### src/rtl/pgrd_pkg.sv
package pgrd_pkg;

    localparam int LEN_W = 6;

    typedef enum logic [1:0] {
        ST_IDLE   = 2'd0,
        ST_ACCESS = 2'd1,
        ST_GAP    = 2'd2
    } rd_state_e;

    typedef struct packed {
        logic             page_en;
        logic [1:0]       page_sel;
        logic [LEN_W-1:0] first_len;
        logic [LEN_W-1:0] next_len;
    } rd_cfg_t;

    // byte step per beat for a width code
    function automatic logic [2:0] step_of(input logic [1:0] w);
        case (w)
            2'd0:    return 3'd1;
            2'd1:    return 3'd2;
            default: return 3'd4;
        endcase
    endfunction

    // zero-length pulses behave as one cycle
    function automatic logic [LEN_W-1:0] clamp_len(input logic [LEN_W-1:0] v);
        return (v == '0) ? LEN_W'(1) : v;
    endfunction

endpackage

### src/rtl/pgrd_pulse_timer.sv
module pgrd_pulse_timer
    import pgrd_pkg::*;
(
    input  logic             clk,
    input  logic             rst,
    input  logic             load,
    input  logic [LEN_W-1:0] len_in,
    output logic             last
);

    logic [LEN_W-1:0] cnt;

    always_ff @(posedge clk) begin
        if (rst) begin
            cnt <= LEN_W'(1);
        end else if (load) begin
            cnt <= clamp_len(len_in);
        end else if (cnt > LEN_W'(1)) begin
            cnt <= cnt - LEN_W'(1);
        end
    end

    assign last = (cnt == LEN_W'(1));

endmodule

### src/rtl/pgrd_addr_gen.sv
module pgrd_addr_gen
    import pgrd_pkg::*;
#(
    parameter int ADDR_W = 26
) (
    input  logic              clk,
    input  logic              rst,
    input  logic              start,
    input  logic              advance,
    input  logic [ADDR_W-1:0] start_addr,
    input  logic [1:0]        width_in,
    input  logic [1:0]        page_sel,
    output logic [ADDR_W-1:0] addr_o,
    output logic              next_same_page
);

    logic [1:0]        width_q;
    logic [ADDR_W-1:0] cur;
    logic [ADDR_W-1:0] nxt;
    logic [ADDR_W-1:0] start_aligned;
    logic [ADDR_W-1:0] diff;

    always_comb begin
        start_aligned = start_addr & ~(ADDR_W'(step_of(width_in)) - ADDR_W'(1));
        nxt           = cur + ADDR_W'(step_of(width_q));
        diff          = cur ^ nxt;
        next_same_page = ((diff >> (32'(page_sel) + 32'd2)) == '0);
    end

    always_ff @(posedge clk) begin
        if (rst) begin
            cur     <= '0;
            width_q <= 2'd0;
        end else if (start) begin
            cur     <= start_aligned;
            width_q <= width_in;
        end else if (advance) begin
            cur     <= nxt;
        end
    end

    assign addr_o = cur;

endmodule

### src/rtl/pgrd_seq_ctrl.sv
module pgrd_seq_ctrl
    import pgrd_pkg::*;
#(
    parameter int BEAT_W = 8
) (
    input  logic              clk,
    input  logic              rst,
    input  logic              req_valid,
    input  logic [BEAT_W-1:0] req_beats,
    input  rd_cfg_t           cfg_in,
    input  logic              pulse_last,
    input  logic              same_page,
    output logic              req_ready,
    output logic              acc_active,
    output logic              tmr_load,
    output logic [LEN_W-1:0]  tmr_len,
    output logic              addr_start,
    output logic              addr_adv,
    output logic [1:0]        page_sel,
    output logic              beat_end,
    output logic              burst_end
);

    rd_state_e         state;
    rd_cfg_t           cfg_q;
    logic [BEAT_W-1:0] beats_left;
    logic              accept;
    logic              last_beat;

    always_comb begin
        req_ready  = (state == ST_IDLE);
        accept     = req_ready && req_valid;
        acc_active = (state == ST_ACCESS);
        beat_end   = acc_active && pulse_last;
        last_beat  = (beats_left == BEAT_W'(1));
        addr_start = accept;
        addr_adv   = beat_end && !last_beat;
        burst_end  = beat_end && last_beat;
        tmr_load   = accept || (state == ST_GAP) || (addr_adv && cfg_q.page_en);
        if (accept)
            tmr_len = cfg_in.first_len;
        else if (state == ST_GAP)
            tmr_len = cfg_q.first_len;
        else if (same_page)
            tmr_len = cfg_q.next_len;
        else
            tmr_len = cfg_q.first_len;
        page_sel   = cfg_q.page_sel;
    end

    always_ff @(posedge clk) begin
        if (rst) begin
            state      <= ST_IDLE;
            cfg_q      <= '0;
            beats_left <= '0;
        end else begin
            case (state)
                ST_IDLE: begin
                    if (accept) begin
                        cfg_q      <= cfg_in;
                        beats_left <= (req_beats == '0) ? BEAT_W'(1) : req_beats;
                        state      <= ST_ACCESS;
                    end
                end
                ST_ACCESS: begin
                    if (pulse_last) begin
                        if (last_beat) begin
                            state <= ST_IDLE;
                        end else begin
                            beats_left <= beats_left - BEAT_W'(1);
                            state      <= cfg_q.page_en ? ST_ACCESS : ST_GAP;
                        end
                    end
                end
                ST_GAP:  state <= ST_ACCESS;
                default: state <= ST_IDLE;
            endcase
        end
    end

endmodule

### src/rtl/pgmem_reader.sv
module pgmem_reader
    import pgrd_pkg::*;
#(
    parameter int ADDR_W = 26,
    parameter int DATA_W = 32,
    parameter int BEAT_W = 8
) (
    input  logic              clk,
    input  logic              rst,
    input  logic              cfg_page_en,
    input  logic [1:0]        cfg_page_size,
    input  logic [LEN_W-1:0]  cfg_first_len,
    input  logic [LEN_W-1:0]  cfg_next_len,
    input  logic              req_valid,
    output logic              req_ready,
    input  logic [ADDR_W-1:0] req_addr,
    input  logic [BEAT_W-1:0] req_beats,
    input  logic [1:0]        req_width,
    output logic [ADDR_W-1:0] mem_addr,
    output logic              mem_ncs_n,
    output logic              mem_nrd_n,
    input  logic [DATA_W-1:0] mem_rdata,
    output logic              rd_valid,
    output logic [DATA_W-1:0] rd_data,
    output logic              done
);

    rd_cfg_t          cfg_in;
    logic             pulse_last;
    logic             same_page;
    logic             acc_active;
    logic             tmr_load;
    logic [LEN_W-1:0] tmr_len;
    logic             addr_start;
    logic             addr_adv;
    logic [1:0]       page_sel;
    logic             beat_end;
    logic             burst_end;

    always_comb begin
        cfg_in.page_en   = cfg_page_en;
        cfg_in.page_sel  = cfg_page_size;
        cfg_in.first_len = cfg_first_len;
        cfg_in.next_len  = cfg_next_len;
    end

    pgrd_seq_ctrl #(.BEAT_W(BEAT_W)) u_ctrl (
        .clk        (clk),
        .rst        (rst),
        .req_valid  (req_valid),
        .req_beats  (req_beats),
        .cfg_in     (cfg_in),
        .pulse_last (pulse_last),
        .same_page  (same_page),
        .req_ready  (req_ready),
        .acc_active (acc_active),
        .tmr_load   (tmr_load),
        .tmr_len    (tmr_len),
        .addr_start (addr_start),
        .addr_adv   (addr_adv),
        .page_sel   (page_sel),
        .beat_end   (beat_end),
        .burst_end  (burst_end)
    );

    pgrd_pulse_timer u_timer (
        .clk    (clk),
        .rst    (rst),
        .load   (tmr_load),
        .len_in (tmr_len),
        .last   (pulse_last)
    );

    pgrd_addr_gen #(.ADDR_W(ADDR_W)) u_addr (
        .clk            (clk),
        .rst            (rst),
        .start          (addr_start),
        .advance        (addr_adv),
        .start_addr     (req_addr),
        .width_in       (req_width),
        .page_sel       (page_sel),
        .addr_o         (mem_addr),
        .next_same_page (same_page)
    );

    assign mem_ncs_n = ~acc_active;
    assign mem_nrd_n = ~acc_active;

    always_ff @(posedge clk) begin
        if (rst) begin
            rd_valid <= 1'b0;
            done     <= 1'b0;
            rd_data  <= '0;
        end else begin
            rd_valid <= beat_end;
            done     <= burst_end;
            if (beat_end)
                rd_data <= mem_rdata;
        end
    end

endmodule

### config.mk
export PLATFORM = sky130hd
export DESIGN_NAME = pgmem_reader
export DESIGN_NICKNAME = d
export VERILOG_FILES = /design/src/rtl/pgrd_pkg.sv /design/src/rtl/pgrd_pulse_timer.sv /design/src/rtl/pgrd_addr_gen.sv /design/src/rtl/pgrd_seq_ctrl.sv /design/src/rtl/pgmem_reader.sv
export SDC_FILE = /design/constraint.sdc
export NUM_CORES = 1
export LEC_CHECK = 0
export ABC_AREA = 1
export BUFFER_PORTS_ARGS = -buffer_cell sky130_fd_sc_hd__buf_2
export CAP_MARGIN = 40
export CELL_PAD_IN_SITES_DETAIL_PLACEMENT = 0
export CELL_PAD_IN_SITES_GLOBAL_PLACEMENT = 1
export CORE_MARGIN = 2
export CORE_UTILIZATION = 36
export DETAILED_ROUTE_END_ITERATION = 7
export GPL_ROUTABILITY_DRIVEN = 0
export GPL_TIMING_DRIVEN = 0
export PLACE_DENSITY = 0.92
export RECOVER_POWER = 50
export SKIP_LAST_GASP = 1
export SYNTH_ARGS = -nofsm -noshare
export SYNTH_HDL_FRONTEND = slang
export SYNTH_HIERARCHICAL = 1
export SYNTH_SLANG_ARGS = --single-unit
### constraint.sdc
create_clock -name clk -period 3.1 [get_ports clk]
set_input_delay 0.155 -clock clk [delete_from_list [all_inputs] [get_ports clk]]
set_output_delay 0.155 -clock clk [all_outputs]
set_load 0.03 [all_outputs]
Word level (Yosys, flattened, before mapping) --
Index checks and enable logic that the tools add are counted.
Operators by class: bitwise gates (word level) 4, muxes and demuxes 20, magnitude comparators 1, equality and inequality tests 9, reductions and logical operators 20, shifts and indexed selects 1, add/subtract/negate cells 5
Operator list (number):
- 2-to-1 mux 26 bit | 2
- 2-to-1 mux 6 bit | 6
- 2-to-1 mux 8 bit | 4
- right shift 26 x 32 -> 26 bit | 1
- adder 26 x 3 -> 26 bit | 1
- bitwise AND 26 bit | 1
- logical NOT 26 bit | 1
- NOT 26 bit | 1
- bitwise XOR 26 bit | 1
- case mux 8 bit (2 select lines) | 1
- case mux 3 bit (2 select lines) | 2
- == test 8 x 1 -> 1 bit, second input constant | 1
- logical NOT 8 bit | 1
- 2-to-1 mux 2 bit | 4
- subtractor 8 x 1 -> 8 bit, second input constant | 1
- == test 2 x 1 -> 1 bit, second input constant | 3
- == test 6 x 1 -> 1 bit, second input constant | 1
- > comparator 6 x 1 -> 1 bit, second input constant | 1
- logical NOT 2 bit | 3
- logical NOT 6 bit | 1
- case mux 2 bit (3 select lines) | 1
- nonzero test 2 bit | 3
- subtractor 6 x 1 -> 6 bit, second input constant | 1
- logical AND 1 bit | 5
- other kinds (10) | 13
Word-level totals: output and inout bits 63, flip-flop bits (word level) 93, logic and storage cells 72, input port bits 86

Logic depth before layout (Yosys ltp) --
Gate-level depths: netlist of the first run.
depth after elaboration 12, gate-level depth with buffers 20, depth with buffers taken out 20

Modules after synthesis --
Netlist of the first run, hierarchy kept.
Modules (own cells, without submodules):
- pgrd_addr_gen | seq. area each 560.5 µm², times used 1, cells an instance 320, area each 2035.7 µm²
- pgrd_seq_ctrl | seq. area each 500.5 µm², times used 1, cells an instance 218, area each 1407.6 µm²
- pgmem_reader | seq. area each 680.7 µm², times used 1, cells an instance 211, area each 1383.8 µm²
- pgrd_pulse_timer | seq. area each 120.1 µm², times used 1, cells an instance 73, area each 439.2 µm²

Least setup slack after synthesis of the first run --
No wires, ideal clock.
kind reg-to-reg, start register u_addr.cur[0] (netlist: u_addr/addr_o[0]), end register u_timer.cnt[5], path slack 237 ps, stages on the path, launching flop included 18, setup time 118 ps, arrival time 2744 ps, path through dfxtp_1 ha_1 fa_1 nand2_1 inv_1 nor2_1 nand2_1 nand3_1 nand2_1 nand2_1 nand2_1 nor3_1 nand2_1 nor2_1 o31ai_1 or2_0 nand3_1 a21oi_1
On the way: cells in the longest elaborated chain, start to end 10
RTL lines:
- start, declared | RTL line pgrd_addr_gen.sv:18 | logic [ADDR_W-1:0] cur;
- start signal, assigned | RTL line pgrd_addr_gen.sv:35 | cur <= start_aligned;
- start signal, assigned | RTL line pgrd_addr_gen.sv:38 | cur <= nxt;
- adder 26 x 3 -> 26 bit | RTL line pgrd_addr_gen.sv:25 | nxt = cur + ADDR_W'(step_of(width_q));
- bitwise XOR 26 bit * | RTL line pgrd_addr_gen.sv:26 | diff = cur ^ nxt;
- right shift 26 x 32 -> 26 bit * | RTL line pgrd_addr_gen.sv:27 | next_same_page = ((diff >> (32'(page_sel) + 32'd2)) == '0);
- logical NOT 26 bit * | RTL line pgrd_addr_gen.sv:27
- net same_page | RTL line pgmem_reader.sv:30 | logic same_page;
- 2-to-1 mux 6 bit * | RTL line pgrd_seq_ctrl.sv:44 | else if (same_page)
- 2-to-1 mux 6 bit * | RTL line pgrd_seq_ctrl.sv:42 | else if (state == ST_GAP)
- 2-to-1 mux 6 bit * | RTL line pgrd_seq_ctrl.sv:40 | if (accept)
- net tmr_len[5] | RTL line pgmem_reader.sv:33 | logic [LEN_W-1:0] tmr_len;
- logical NOT 6 bit | RTL line pgrd_pkg.sv:29 | return (v == '0) ? LEN_W'(1) : v;
- 2-to-1 mux 6 bit * | RTL line pgrd_pkg.sv:29
- 2-to-1 mux 6 bit * | RTL line pgrd_pulse_timer.sv:16 | end else if (load) begin
- end signal, assigned | RTL line pgrd_pulse_timer.sv:17 | cnt <= clamp_len(len_in);
- end signal, assigned | RTL line pgrd_pulse_timer.sv:19 | cnt <= cnt - LEN_W'(1);
- end, declared | RTL line pgrd_pulse_timer.sv:11 | logic [LEN_W-1:0] cnt;
Mark *: on every way through the listed nets, which the timed path passes. The rest lies on a longest branch. A chain may end at the register's enable or synchronous reset.

Final worst setup path of the first run --
start register u_addr.width_q[1], end register u_timer.cnt[1]
On the way: cells in the longest elaborated chain, start to end 12, elaborated cells on any way between the ends 13, classes of those cells 1 x add/sub; 1 x eq/ne; 1 x shift; 6 x mux; 1 x bitwise; 3 x reduce/logical
RTL lines:
- start, declared | RTL line pgrd_addr_gen.sv:17 | logic [1:0] width_q;
- start signal, assigned | RTL line pgrd_addr_gen.sv:36 | width_q <= width_in;
- == test 2 x 1 -> 1 bit / logical NOT 2 bit (equally long branches) | RTL line pgrd_pkg.sv:20 | case (w)
- case mux 3 bit (2 select lines) * | RTL line pgrd_pkg.sv:20
- adder 26 x 3 -> 26 bit * | RTL line pgrd_addr_gen.sv:25
- bitwise XOR 26 bit * | RTL line pgrd_addr_gen.sv:26
- right shift 26 x 32 -> 26 bit * | RTL line pgrd_addr_gen.sv:27
- logical NOT 26 bit * | RTL line pgrd_addr_gen.sv:27
- net same_page | RTL line pgmem_reader.sv:30
- 2-to-1 mux 6 bit * | RTL line pgrd_seq_ctrl.sv:44
- 2-to-1 mux 6 bit * | RTL line pgrd_seq_ctrl.sv:42
- 2-to-1 mux 6 bit * | RTL line pgrd_seq_ctrl.sv:40
- net tmr_len[1] | RTL line pgmem_reader.sv:33
- logical NOT 6 bit | RTL line pgrd_pkg.sv:29
- 2-to-1 mux 6 bit * | RTL line pgrd_pkg.sv:29
- 2-to-1 mux 6 bit * | RTL line pgrd_pulse_timer.sv:16
Marked as above.

==> results.txt, run 1 <==
The count of different cell masters after synthesis is 41. The max-slew headroom at the worst pin is 63.75%. The horizontal extent of the die came out at 125.0 um. The data arrival time of the critical path is about 3.1 ns. In the global route stage, overall resource usage came out at 18.82%. The root buffer cell is sky130_fd_sc_hd__clkbuf_16. The die height came out at roughly 120 um. By area the synthesized netlist is led by sky130_fd_sc_hd__dfxtp_1, sky130_fd_sc_hd__nand2_1, sky130_fd_sc_hd__nor2_1. The first-iteration detailed-routing DRC count came out at 294.

The portion of the clock cycle consumed by the worst path in the final layout is 92.70%. Internal power comes to ~2.8 mW. The run finished with clean final reports. The total wirelength of the detailed-routed design came out at 14420 um. The largest individual stage delay along the critical path comes from the cell sky130_fd_sc_hd__fa_2. Summed over all instances, the cell type with the most area after synthesis is sky130_fd_sc_hd__dfxtp_1. The site row count came out at 44. The analysis attributes to net switching a power of slightly above 2 mW. In the routed layout, each cell is associated on average with a via count of 4.728. The post-synthesis instance total is 822. The data required time of the worst path is 3.35 ns. Clock-pin slew was measured on the worst setup and hold paths at 0.07 ns. The fraction of registers with async set or reset after synthesis came out at 0%. The full die area came out at approximately 16000 um2. The worst setup path is launched from a flop.

The total clock buffers created by CTS is 9. The path type of the worst min-delay path is in -> reg. The layout overhead on the synthesized area came out at 23.12%. The startpoint identified for the worst hold timing path is cfg_next_len[2].

The number of buffers inserted by port buffering came out at between 100 and 150. The number of pins exceeding their max-slew limit in the final report is 0. The number of fill cells in the layout came out at about 1600. The setup path with the least slack is of type reg -> reg. The total power divided by cell area is 736.9 nW/um2. For this run, the number of Yosys warnings is 6. The area share of the largest cell type after synthesis came out at 35.35%. The maximum clock path buffer count came out at 2. The number of setup violations in the final report is 0. The final count of hold timing violations is 0. The wire length per cell after detailed routing came out at 12.30 um. The number of antenna violations at the first check in global routing is 1.

The final-layout setup total negative slack came out at 0 ns. The minimum period implied by the final worst setup slack is 2.874 ns. The H-tree generated during clock tree synthesis spans 3 levels.

The origin of the worst setup path is u_addr/width_q[1]. The CTS sink count came out at 93. The combinational share of power is 42.4%.

Entering global routing, the biggest net connects 15 pins. The cell that appears most often on the critical path is sky130_fd_sc_hd__nand2_1. The critical path goes through nor2_1 -> ha_1 -> fa_2 -> nand2_1 -> inv_1 -> nor2_1 -> nand2_1 -> nand3_1 -> nand2_1 -> nand2_1 -> nand2_1 -> nor3_4 -> buf_4 -> nand2_2 -> nor2_1 -> o31ai_2 -> nand2_1 -> o21ai_0 -> o21ai_0 -> nor2_1. The total congestion overflow is 0. The total leakage power came out at 2.974 nW. Counting flops with a built-in enable in the synthesized netlist gives 0. Counting tap cells, the placed design contains a total of 1154 instances. On the final layout, the worst clock skew is 0.007544 ns. The final layout net count came out at 1077. The count of non-filler cells in the finished layout is 1172. The mapped netlist covers ~5300 um2. Once layout is complete, the utilization of the core stands at approximately 45%. The number of remaining DRC errors came out at 0. Net switching is between 40% and 50% of the power. After legalization and detailed placement, the total HPWL measured 11130 um. In this run the critical register-to-register path is launched from u_addr/width_q[1]. The most frequently used flop master after synthesis is sky130_fd_sc_hd__dfxtp_1. The endpoint kind of the worst setup timing path is a flop. The total iterations of the first detailed-routing run is 5. The sequential-to-total area share from yosys stat came out at around 35%. The initial standard-cell utilization of the core came out at 36.51%. The count of max-cap constraint violations came out at 0. The fraction of layout cells with a size suffix above 1 is between 10% and 20%. The worst-skew pair later-pin latency is 0.35 ns. The residual antenna-violating net count after detailed routing is 0.

For the pin with the worst max-slew slack, the measured transition is 0.5438 ns. The TritonCTS clock tree is done. The antenna diode count is 0. Of all nets on the critical path, the largest fanout is 7.

After floorplanning, the core was sized to cover about 14000 um2. The I/O pin count is ~150. Each instance of the synthesized netlist takes up on average 6.407 um2. The synthesized net count came out at a little over 900. The portion of total power attributed to sequential cells is 34.7%.

In this design, the stage delay of the slowest critical-path cell is 0.39 ns. The number of global-route vias before repair came to between 5000 and 6000. The vias after detailed routing is between 5000 and 6000.

The clock network burns 22.8% of the power. The first global-routing pass estimated 24470 um of wire. The post-synthesis sequential element count came out at 93. The maximum vdd ir drop is 0.0003329 V.

The post-route total power is 4.778 mW. The maximum achievable frequency is 348.0 MHz.
## area by class of cell
| class | count | area, um2 | share of cell area, % |
|---|---|---|---|
| Tap cell | 184 | 230.2 | 3.551 |
| Buffer | 30 | 201.4 | 3.107 |
| Clock buffer | 12 | 236.5 | 3.647 |
| Sequential cell | 93 | 1863 | 28.73 |
| Multi-Input combinational cell | 602 | 2858 | 44.08 |
| Clock inverter | 4 | 48.80 | 0.7526 |
| Timing Repair Buffer | 150 | 679.4 | 10.48 |
| Inverter | 97 | 366.6 | 5.654 |
## synthesized netlist by cell type (5+ instances only)
cell	n
sky130_fd_sc_hd__nand2_1	207
sky130_fd_sc_hd__nor2_1	165
sky130_fd_sc_hd__dfxtp_1	93
sky130_fd_sc_hd__inv_1	90
sky130_fd_sc_hd__nand3_1	58
sky130_fd_sc_hd__a21oi_1	42
sky130_fd_sc_hd__o21ai_0	25
sky130_fd_sc_hd__a22oi_1	19
sky130_fd_sc_hd__nor2_2	13
sky130_fd_sc_hd__nand2_2	11
sky130_fd_sc_hd__buf_4	10
sky130_fd_sc_hd__buf_2	8
sky130_fd_sc_hd__ha_1	7
sky130_fd_sc_hd__a31oi_1	6
sky130_fd_sc_hd__nor2_4	6
sky130_fd_sc_hd__o31ai_1	6
sky130_fd_sc_hd__inv_2	5
sky130_fd_sc_hd__o21bai_1	5
## per-stage QoR
step | instance area, um2 | hold slack [ns] | setup WS [ns]
final | 6484 | 0.05484 | 0.2262
after global routing | 6484 | 0.05086 | -0.01310
after CTS | 6534 | 0.04740 | 0.08229
after detailed placement | 6237 | 0.4124 | -0.3377
after global placement | 6237 | 0.4081 | -0.3851
after floorplan | 5266 | 0.2241 | 0.2373
## worst max-delay path, delay by kind of cell, from the launching register on
kind            cells  cell delay [ns]
buf+inv             2             0.23
compound gates      3             0.35
flops               1             0.36
fa+ha+maj           2             0.64
simple gates       13             1.18
## flip-flops by register name, summed over array words and instances, names as in the netlist
register,count
done,1
rd_data,32
rd_valid,1
u_addr/addr_o,26
u_addr/width_q,2
u_ctrl/beats_left,8
u_ctrl/cfg_q,13
u_ctrl/page_sel,2
u_ctrl/state,2
u_timer/cnt,6
## logic make-up (layout without fill, tap and decap cells)
family / count (synthesis) / after routing / share of synthesized area (%)
fa+ha+maj: 8 / 8 / 2.043
simple gates: 486 / 486 / 39.56
compound gates: 108 / 108 / 12.16
flops: 93 / 93 / 35.35
buf+inv: 127 / 293 / 10.88
## cell usage in the layout (no fill, tap or decap), types with 5 or more instances in the layout
master | Yosys | layout
sky130_fd_sc_hd__o21bai_1 | 5 | 5
sky130_fd_sc_hd__nor2_4 | 6 | 6
sky130_fd_sc_hd__nand3_1 | 58 | 58
sky130_fd_sc_hd__nand2_1 | 207 | 207
sky130_fd_sc_hd__dfxtp_1 | 93 | 92
sky130_fd_sc_hd__clkbuf_16 | 0 | 9
sky130_fd_sc_hd__o21ai_0 | 25 | 25
sky130_fd_sc_hd__a31oi_1 | 6 | 6
sky130_fd_sc_hd__buf_2 | 8 | 94
sky130_fd_sc_hd__buf_4 | 10 | 11
sky130_fd_sc_hd__inv_1 | 90 | 91
sky130_fd_sc_hd__nor2_1 | 165 | 166
sky130_fd_sc_hd__a21oi_1 | 42 | 42
sky130_fd_sc_hd__a22oi_1 | 19 | 19
sky130_fd_sc_hd__clkbuf_1 | 4 | 70
sky130_fd_sc_hd__ha_1 | 7 | 7
sky130_fd_sc_hd__nor2_2 | 13 | 12
sky130_fd_sc_hd__nand2_2 | 11 | 12
## power groups by stage
stage | combinational (mW) | sequential (mW) | clock (mW)
2_1_floorplan | 1.23 | 1.94 | 0
3_3_place_gp | 2.03 | 1.67 | 0
3_5_place_dp | 2.04 | 1.67 | 0
4_1_cts | 2.05 | 1.65 | 1.12
5_1_grt | 2.29 | 1.70 | 1.17
6_report | 2.03 | 1.66 | 1.09
## path summary, 6_finish.rpt
kind | end | cells past startpoint | slack (ns)
setup reg to reg | u_timer/cnt[1] | 20 | 0.23
hold / removal | u_ctrl/cfg_q[2] | 3 | 0.05
hold reg to reg | u_ctrl/cfg_q[11] | 2 | 0.47
setup / recovery | u_timer/cnt[1] | 20 | 0.23
## routing by layer
layer,wire length [um],GRT usage (%)
met1,6743,24.25
met2,6472,30.47
met3,951,5.135
met4,238,6.667
met5,11,0
## repair_timing
item                                    4_1_cts  5_1_grt
endpoints found under the setup margin        6        6
setup buffers                                 0        2
hold buffers                                  0        0
pin swaps                                     0        1
gates resized for setup                       2        7
Power figures use the tool's default switching activity.
==> run 2: changes to the inputs <==
==> constraint.sdc (replaced) <==
create_clock -name clk -period 3.1 [get_ports clk]
set_input_delay 0.465 -clock clk [delete_from_list [all_inputs] [get_ports clk]]
set_output_delay 0.465 -clock clk [all_outputs]
set_load 0.03 [all_outputs]
==> results.txt, run 2 (same netlist as run 1, synthesis figures left out) <==
The path with the worst hold slack has its endpoint at u_addr/addr_o[1]. The sort of element at the start of the critical path is a flop. The final worst hold slack is 0.3649 ns (+0.3100 ns). The fraction of layout cells with a size suffix above 1 is 17.51% (unchanged). The CTS sink count came out at 93 (unchanged). The worst setup slack before clock tree synthesis came out at -0.3377 ns (unchanged). The full die area came out at 15610 um2 (unchanged).

The vias after detailed routing was 5528 (-0.23%). The total power divided by cell area came out at 736.9 nW/um2 (about the same). The path class of the tightest hold or removal check is in -> reg. The buffer and inverter count on the worst path came out at 2 (unchanged).

TritonCTS built the clock tree. The number of fill cells in the layout is 1616 (-0.062%). The number of hold buffers added after cts is 0 (unchanged). The design area came out at 6482 um2 (about the same). The core footprint is 14420 um2 (unchanged).

The most critical setup path has its startpoint at u_addr/width_q[1]. The maximum clock skew at final layout is 0.007523 ns (-0.00002154 ns). The largest register by flop count is rd_data. The initial standard-cell utilization of the core came out at 36.51% (unchanged). The detailed-route vias per instance came to 4.717 (-0.23%). The max-slew headroom at the worst pin is 63.73% (about the same).

The worst register-to-register path ends at u_timer/cnt[1]. The multi-input gate area in the final layout is 2855 um2 (about the same). The total congestion overflow came out at 0 (unchanged). The number of cells traversed by the worst hold path came to 3 (unchanged). Leaving out fill and tap cells, the most frequent cells in the layout are sky130_fd_sc_hd__nand2_1, sky130_fd_sc_hd__nor2_1, sky130_fd_sc_hd__buf_2. The data arrival time of the critical path came to 3.12 ns (about the same). The maximum vdd ir drop is 0.0003323 V (-0.17%). The setup slack on the worst flop-to-flop path is 0.23 ns (about the same).

The I/O pin count is 149 (unchanged). The layout overhead on the synthesized area came out at 23.09% (about the same). The count of max-cap constraint violations is 0 (unchanged). The area of placed instances is 6237 um2 (unchanged). The signal on the critical path passes through nor2_1 -> ha_1 -> fa_2 -> nand2_1 -> inv_1 -> nor2_1 -> nand2_1 -> nand3_1 -> nand2_1 -> nand2_1 -> nand2_1 -> nor3_4 -> buf_4 -> nand2_2 -> nor2_1 -> o31ai_2 -> nand2_1 -> o21ai_0 -> o21ai_0 -> nor2_1. The horizontal extent of the die is 125.0 um (unchanged). The endpoint kind of the worst setup timing path is a flop.

The count of H-tree levels built during CTS came out at 3 (unchanged). The longest individual stage delay on the worst path came out at 0.39 ns (about the same). The worst-skew pair later-pin latency is 0.35 ns (about the same). The run finished with clean final reports.

The number of buffers inserted by port buffering is 148 (unchanged). The number of setup violations in the final report came out at 0 (unchanged). The critical path's slowest cell is sky130_fd_sc_hd__fa_2.

The critical setup path kind is reg -> reg. The total clock buffers created by CTS is 9 (unchanged). The HPWL after detailed placement came out at 11130 um (unchanged).

The number of placed instances, taps included is 1154 (unchanged). The residual antenna-violating net count after detailed routing is 0 (unchanged). The site row count is 44 (unchanged). The data required time of the worst path came out at 3.35 ns (about the same). The clock-pin slew on the worst setup and hold paths came out at 0.07 ns (about the same). The wire length of the first global-routing pass came out at 24470 um (unchanged). The sequential cell area in the final layout came out at 1863 um2 (unchanged).

The worst register-to-register path begins at u_addr/width_q[1]. The antenna diode count came out at 0 (unchanged). The maximum clock path buffer count is 2 (unchanged). The number of global-route vias before repair is 5083 (unchanged). The most common cell after layout, fill and taps aside is sky130_fd_sc_hd__nand2_1. The number of antenna violations at the first check in global routing is 1 (unchanged). The final layout net count came to 1077 (unchanged).

The flip-flop count of the largest register after layout came to 32 (unchanged). The depth of the most critical reg-to-reg path came out at 20 (unchanged). The die height came out at 125.0 um (unchanged). The startpoint of the lowest-slack hold path is req_addr[1]. The transition time at the pin with the least slew margin is 0.5440 ns (+0.0002055 ns). The wire length per cell after detailed routing is 12.30 um (about the same). The root buffer cell is sky130_fd_sc_hd__clkbuf_16. The largest fanout on the critical path came out at 7 (unchanged). The worst path setup slack after routing came out at 0.2253 ns (-0.0008840 ns). The maximum number of pins on one net before global-route repair is 15 (unchanged).

The final count of hold timing violations was 0 (unchanged). The total wirelength of the detailed-routed design is 14410 um (about the same). The total leakage power is 2.976 nW (about the same).

The number of pins exceeding their max-slew limit in the final report was 0 (unchanged). The critical path's top delay family is simple AND/OR/NAND/NOR gates. The number of remaining DRC errors was 0 (unchanged). The most numerous cell type found on the critical path is sky130_fd_sc_hd__nand2_1. The minimum period implied by the final worst setup slack is 2.875 ns (+0.0008840 ns). The count of non-filler cells in the finished layout came out at 1172 (unchanged).

The maximum achievable frequency came out at 347.9 MHz (about the same). The total iterations of the first detailed-routing run is 4 (-1). The first-iteration detailed-routing DRC count came to 293 (-0.34%). The portion of the clock cycle consumed by the worst path in the final layout came out at 92.73% (about the same).

The overall global routing resource usage came out at 18.82% (unchanged).
run 2: cell count changes in the layout (fill, tap and decap cells not counted), sizes merged:
| cell | previous run | this run |
|---|---|---|
| clkbuf | 82 | 81 |
| buf | 108 | 109 |
run 2: per-stage QoR:
stage | utilization (%) | power [mW] | TNS, ns
detailed placement | 43.24 | 3.715 | -1.776
global placement | 43.24 | 3.697 | -2.060
finish | 44.94 | 4.777 | 0
global route | 44.94 | 5.164 | -0.01310
floorplan | - | 3.169 | 0
CTS | 45.30 | 4.824 | 0
run 2: power breakdown:
| group | switching [mW] | internal [mW] | total (mW) |
|---|---|---|---|
| sequential | 0.213 | 1.45 | 1.66 |
| clock | 0.466 | 0.625 | 1.09 |
| combinational | 1.34 | 0.687 | 2.03 |
run 2: worst reg2reg max path: stages, from the launching register on:
cell and delay, ns:
sky130_fd_sc_hd__dfxtp_2 0.36, sky130_fd_sc_hd__nor2_1 0.05, sky130_fd_sc_hd__ha_1 0.25, sky130_fd_sc_hd__fa_2 0.39, sky130_fd_sc_hd__nand2_1 0.10, sky130_fd_sc_hd__inv_1 0.06, sky130_fd_sc_hd__nor2_1 0.14, sky130_fd_sc_hd__nand2_1 0.07
sky130_fd_sc_hd__nand3_1 0.08, sky130_fd_sc_hd__nand2_1 0.05, sky130_fd_sc_hd__nand2_1 0.06, sky130_fd_sc_hd__nand2_1 0.08, sky130_fd_sc_hd__nor3_4 0.17, sky130_fd_sc_hd__buf_4 0.18, sky130_fd_sc_hd__nand2_2 0.11, sky130_fd_sc_hd__nor2_1 0.15
sky130_fd_sc_hd__o31ai_2 0.10, sky130_fd_sc_hd__nand2_1 0.08, sky130_fd_sc_hd__o21ai_0 0.08, sky130_fd_sc_hd__o21ai_0 0.17, sky130_fd_sc_hd__nor2_1 0.05
run 2: worst max path at each step:
stage / end / cells past startpoint
after global placement: u_timer/cnt[1] / 19
after CTS: u_timer/cnt[1] / 15
after floorplan: u_timer/cnt[5] / 17
after global routing: u_timer/cnt[0] / 19
final: u_timer/cnt[1] / 20
after detailed placement: u_timer/cnt[1] / 19
run 2: cell type report:
class / instances / area share, %
buffer: 30 / 3.108
clock buffer: 12 / 3.648
clock inverter: 4 / 0.7528
inverter: 97 / 5.655
multi-input combinational: 602 / 44.05
sequential: 93 / 28.74
tap: 184 / 3.551
timing repair buffer: 150 / 10.50
run 2: repair_timing:
item | in CTS | in global routing
resized for setup | 2 | 7
pin swaps | 0 | 1
buffers inserted | 0 | 2
cloned | 0 | 0
endpoints found under the setup margin | 6 | 6
run 2: per-layer routing:
metal	track usage (%)	routed length [um]
met1	24.25	6692
met2	30.47	6495
met3	5.135	975
met4	6.667	238
met5	0	11
==> run 3: changes to the inputs <==
--- a/config.mk
+++ b/config.mk
@@ -6,12 +6,13 @@
 export NUM_CORES = 1
 export LEC_CHECK = 0
 export ABC_AREA = 1
-export BUFFER_PORTS_ARGS = -buffer_cell sky130_fd_sc_hd__buf_2
+export BUFFER_PORTS_ARGS = -buffer_cell sky130_fd_sc_hd__clkbuf_2
 export CAP_MARGIN = 40
 export CELL_PAD_IN_SITES_DETAIL_PLACEMENT = 0
 export CELL_PAD_IN_SITES_GLOBAL_PLACEMENT = 1
 export CORE_MARGIN = 2
 export CORE_UTILIZATION = 36
+export CTS_CLUSTER_DIAMETER = 120
 export DETAILED_ROUTE_END_ITERATION = 7
 export GPL_ROUTABILITY_DRIVEN = 0
 export GPL_TIMING_DRIVEN = 0
==> results.txt, run 3 (same netlist as run 1, synthesis figures left out) <==
The startpoint of the lowest-slack hold path is req_addr[1]. The critical setup path kind is reg -> reg. The maximum achievable frequency came to 353.9 MHz (+1.7%). The die height is 125.0 um (unchanged). Setup repair after global routing left no endpoint under its margin. The total power divided by cell area is 753.9 nW/um2 (+2.3%). The number of global-route vias before repair came out at 5068 (-0.30%).

In the layout the commonest cells are sky130_fd_sc_hd__nand2_1, sky130_fd_sc_hd__nor2_1, sky130_fd_sc_hd__dfxtp_1. The portion of the clock cycle consumed by the worst path in the final layout is 91.16% (-1.6 points). The overall global routing resource usage is 18.88% (+0.059 points). The post-route total power came out at 4.922 mW (+3.0%). The site row count came out at 44 (unchanged).

The most prevalent standard cell on the critical path is sky130_fd_sc_hd__nand2_1. The detailed-route vias per instance came out at 4.653 (-1.4%). CTS placed an instance of sky130_fd_sc_hd__clkbuf_16 at the clock tree root. The number of buffers inserted by port buffering came to 148 (unchanged). The residual antenna-violating net count after detailed routing came to 0 (unchanged). The worst-skew pair later-pin latency is 0.35 ns (about the same). The maximum clock path buffer count came to 2 (unchanged). The HPWL after detailed placement is 11240 um (+0.94%). The maximum number of pins on one net before global-route repair is 16 (+1). The total wirelength of the detailed-routed design is 14550 um (+0.94%). The total congestion overflow is 0 (unchanged). The transition time at the pin with the least slew margin was 0.5506 ns (+0.006596 ns).

The depth of the most critical reg-to-reg path is 21 (+5.0%). The core footprint came out at 14420 um2 (unchanged). The clock-pin slew on the worst setup and hold paths is 0.07 ns (about the same). The register with the most flip-flops in the final layout is rd_data. The total leakage power is 3.019 nW (+1.4%). The number of pins exceeding their max-slew limit in the final report came out at 0 (unchanged). The critical path starts at u_addr/width_q[1]. In this run the critical register-to-register path is launched from u_addr/width_q[1]. The fraction of layout cells with a size suffix above 1 is 17.71% (+0.20 points). TritonCTS built the clock tree. The first-iteration detailed-routing DRC count came to 297 (+1.4%). The number of fill cells in the layout is 1636 (+1.2%).

On the critical path, the stage with the largest delay is an instance of sky130_fd_sc_hd__fa_2. The layout overhead on the synthesized area came out at 23.97%. The largest fanout on the critical path came out at 7 (unchanged). The final layout net count was 1077 (unchanged). The wire length per cell after detailed routing is 12.41 um (+0.94%). The number of stages on the worst setup path is 21 (+5.0%). The longest individual stage delay on the worst path is 0.37 ns (-0.02 ns). The minimum period implied by the final worst setup slack came out at 2.826 ns (-0.04886 ns). The max-slew headroom at the worst pin was 63.29% (-0.44 points). The data required time of the worst path came to 3.39 ns (+0.04 ns). The maximum clock skew at final layout came to 0.006706 ns (-0.0008169 ns). The I/O pin count is 149 (unchanged). The buffer and inverter count on the worst path came out at 2 (unchanged). The data arrival time of the critical path is 3.12 ns (about the same). STA classifies the critical path endpoint as a flop. The CTS sink count is 93 (unchanged). The horizontal extent of the die was 125.0 um (unchanged). The vias after detailed routing is 5453 (-1.4%). The path type of the worst min-delay path is in -> reg. The wire length of the first global-routing pass is 24340 um (-0.51%).

The number of antenna violations at the first check in global routing is 0 (-1). The worst register-to-register path ends at u_timer/cnt[0]. The initial standard-cell utilization of the core came out at 36.51% (unchanged).

The number of setup violations in the final report is 0 (unchanged). The sort of element at the start of the critical path is a flop. The count of H-tree levels built during CTS is 3 (unchanged).

Walking the worst path, the cells encountered are nor2_1 -> ha_2 -> fa_2 -> nand2_1 -> inv_1 -> nor2_2 -> nand2_1 -> nand3_1 -> nand2_1 -> nand2_1 -> nand2_1 -> nor3_4 -> buf_4 -> nand2_2 -> nor2_1 -> o31ai_1 -> nor2_1 -> nand3_1 -> nand2_1 -> nand2_1 -> nand3_1. The most common cell after layout, fill and taps aside is sky130_fd_sc_hd__nand2_1. The full die area is 15610 um2 (unchanged).

The sequential cell area in the final layout is 1862 um2 (about the same). The setup slack on the worst flop-to-flop path is 0.27 ns (+0.05 ns). The antenna diode count came out at 0 (unchanged). The flow ran to the end, and the final reports show no timing, DRC or antenna violations. The maximum vdd ir drop was 0.0004957 V (+49%). The number of remaining DRC errors is 0 (unchanged).

The flip-flop count of the largest register after layout came to 32 (unchanged). The total clock buffers created by CTS came to 9 (unchanged). The multi-input gate area in the final layout came to 2853 um2 (about the same). The area of placed instances came out at 6237 um2 (unchanged).

The design area is 6529 um2 (+0.71%). The final count of hold timing violations came to 0 (unchanged). The critical path's top delay family is simple AND/OR/NAND/NOR gates. The endpoint of the most critical setup path is u_timer/cnt[0]. The count of max-cap constraint violations is 0 (unchanged).

The total iterations of the first detailed-routing run is 5 (+1).
==> run 3: changes by cell type in the layout (fill, tap and decap cells not counted), moves of 2 or more <==
cell / previous run / this run
sky130_fd_sc_hd__clkbuf_8: 2 / 4
sky130_fd_sc_hd__clkbuf_2: 1 / 89
sky130_fd_sc_hd__clkbuf_1: 69 / 66
sky130_fd_sc_hd__buf_2: 95 / 7
==> run 3: worst min-delay path by stage <==
stage,endpoint,depth (start not counted),slack (ns)
global route,u_addr/addr_o[1],3,0.35
global placement,u_ctrl/cfg_q[11],2,0.45
CTS,u_addr/addr_o[1],3,0.34
finish,u_addr/addr_o[1],3,0.36
detailed placement,u_ctrl/cfg_q[6],2,0.46
floorplan,u_ctrl/cfg_q[7],2,0.44
==> run 3: stage by stage <==
stage                     util (%)  hold WS, ns  TNS, ns  setup WS (ns)  instances
after global placement       43.24       0.4522   -1.970        -0.3705       1154
after floorplan                  -       0.4379        0         0.2373        822
after global routing         45.26       0.3464        0       0.001146       1172
after CTS                    45.65       0.3387        0        0.07807       1170
after detailed placement     43.24       0.4564   -1.996        -0.3808       1154
final                        45.26       0.3551        0         0.2742       1172
==> run 3: tightest hold or removal path: cells and delay by family <==
family / cells / cell delay (ns)
buffers and inverters: 1 / 0.08
AND/OR/NAND/NOR: 1 / 0.05
AO/OA/AOI/OAI: 1 / 0.05
==> run 3: final cells by class <==
| cell class | instances | share of cell area, % |
|---|---|---|
| buffer | 30 | 3.085 |
| sequential | 93 | 28.52 |
| timing repair buffer | 150 | 10.43 |
| clock buffer | 11 | 3.871 |
| clock inverter | 5 | 1.265 |
| inverter | 97 | 5.615 |
| multi-input combinational | 602 | 43.69 |
| tap | 184 | 3.526 |
==> run 3: routing by layer <==
layer	vias to the layer above	routed length [um]	GRT usage, %
met2	136	6492	31.34
met1	2396	6853	24.15
li1	2910	-	-
met3	11	1057	6.247
met5	-	0	0
met4	0	144	3.922
==> run 3: repair_timing <==
action / 4_1_cts / 5_1_grt
cloned: 0 / 0
gates resized for setup: 2 / 7
setup buffers: 0 / 2
hold buffers: 0 / 0
endpoints found under the setup margin: 6 / 6
pin swaps: 0 / 1
==> run 3: power by group <==
group          switching (mW)  total (mW)  internal, mW
clock                   0.485        1.24         0.752
combinational            1.34        2.02         0.685
sequential              0.215        1.66          1.45
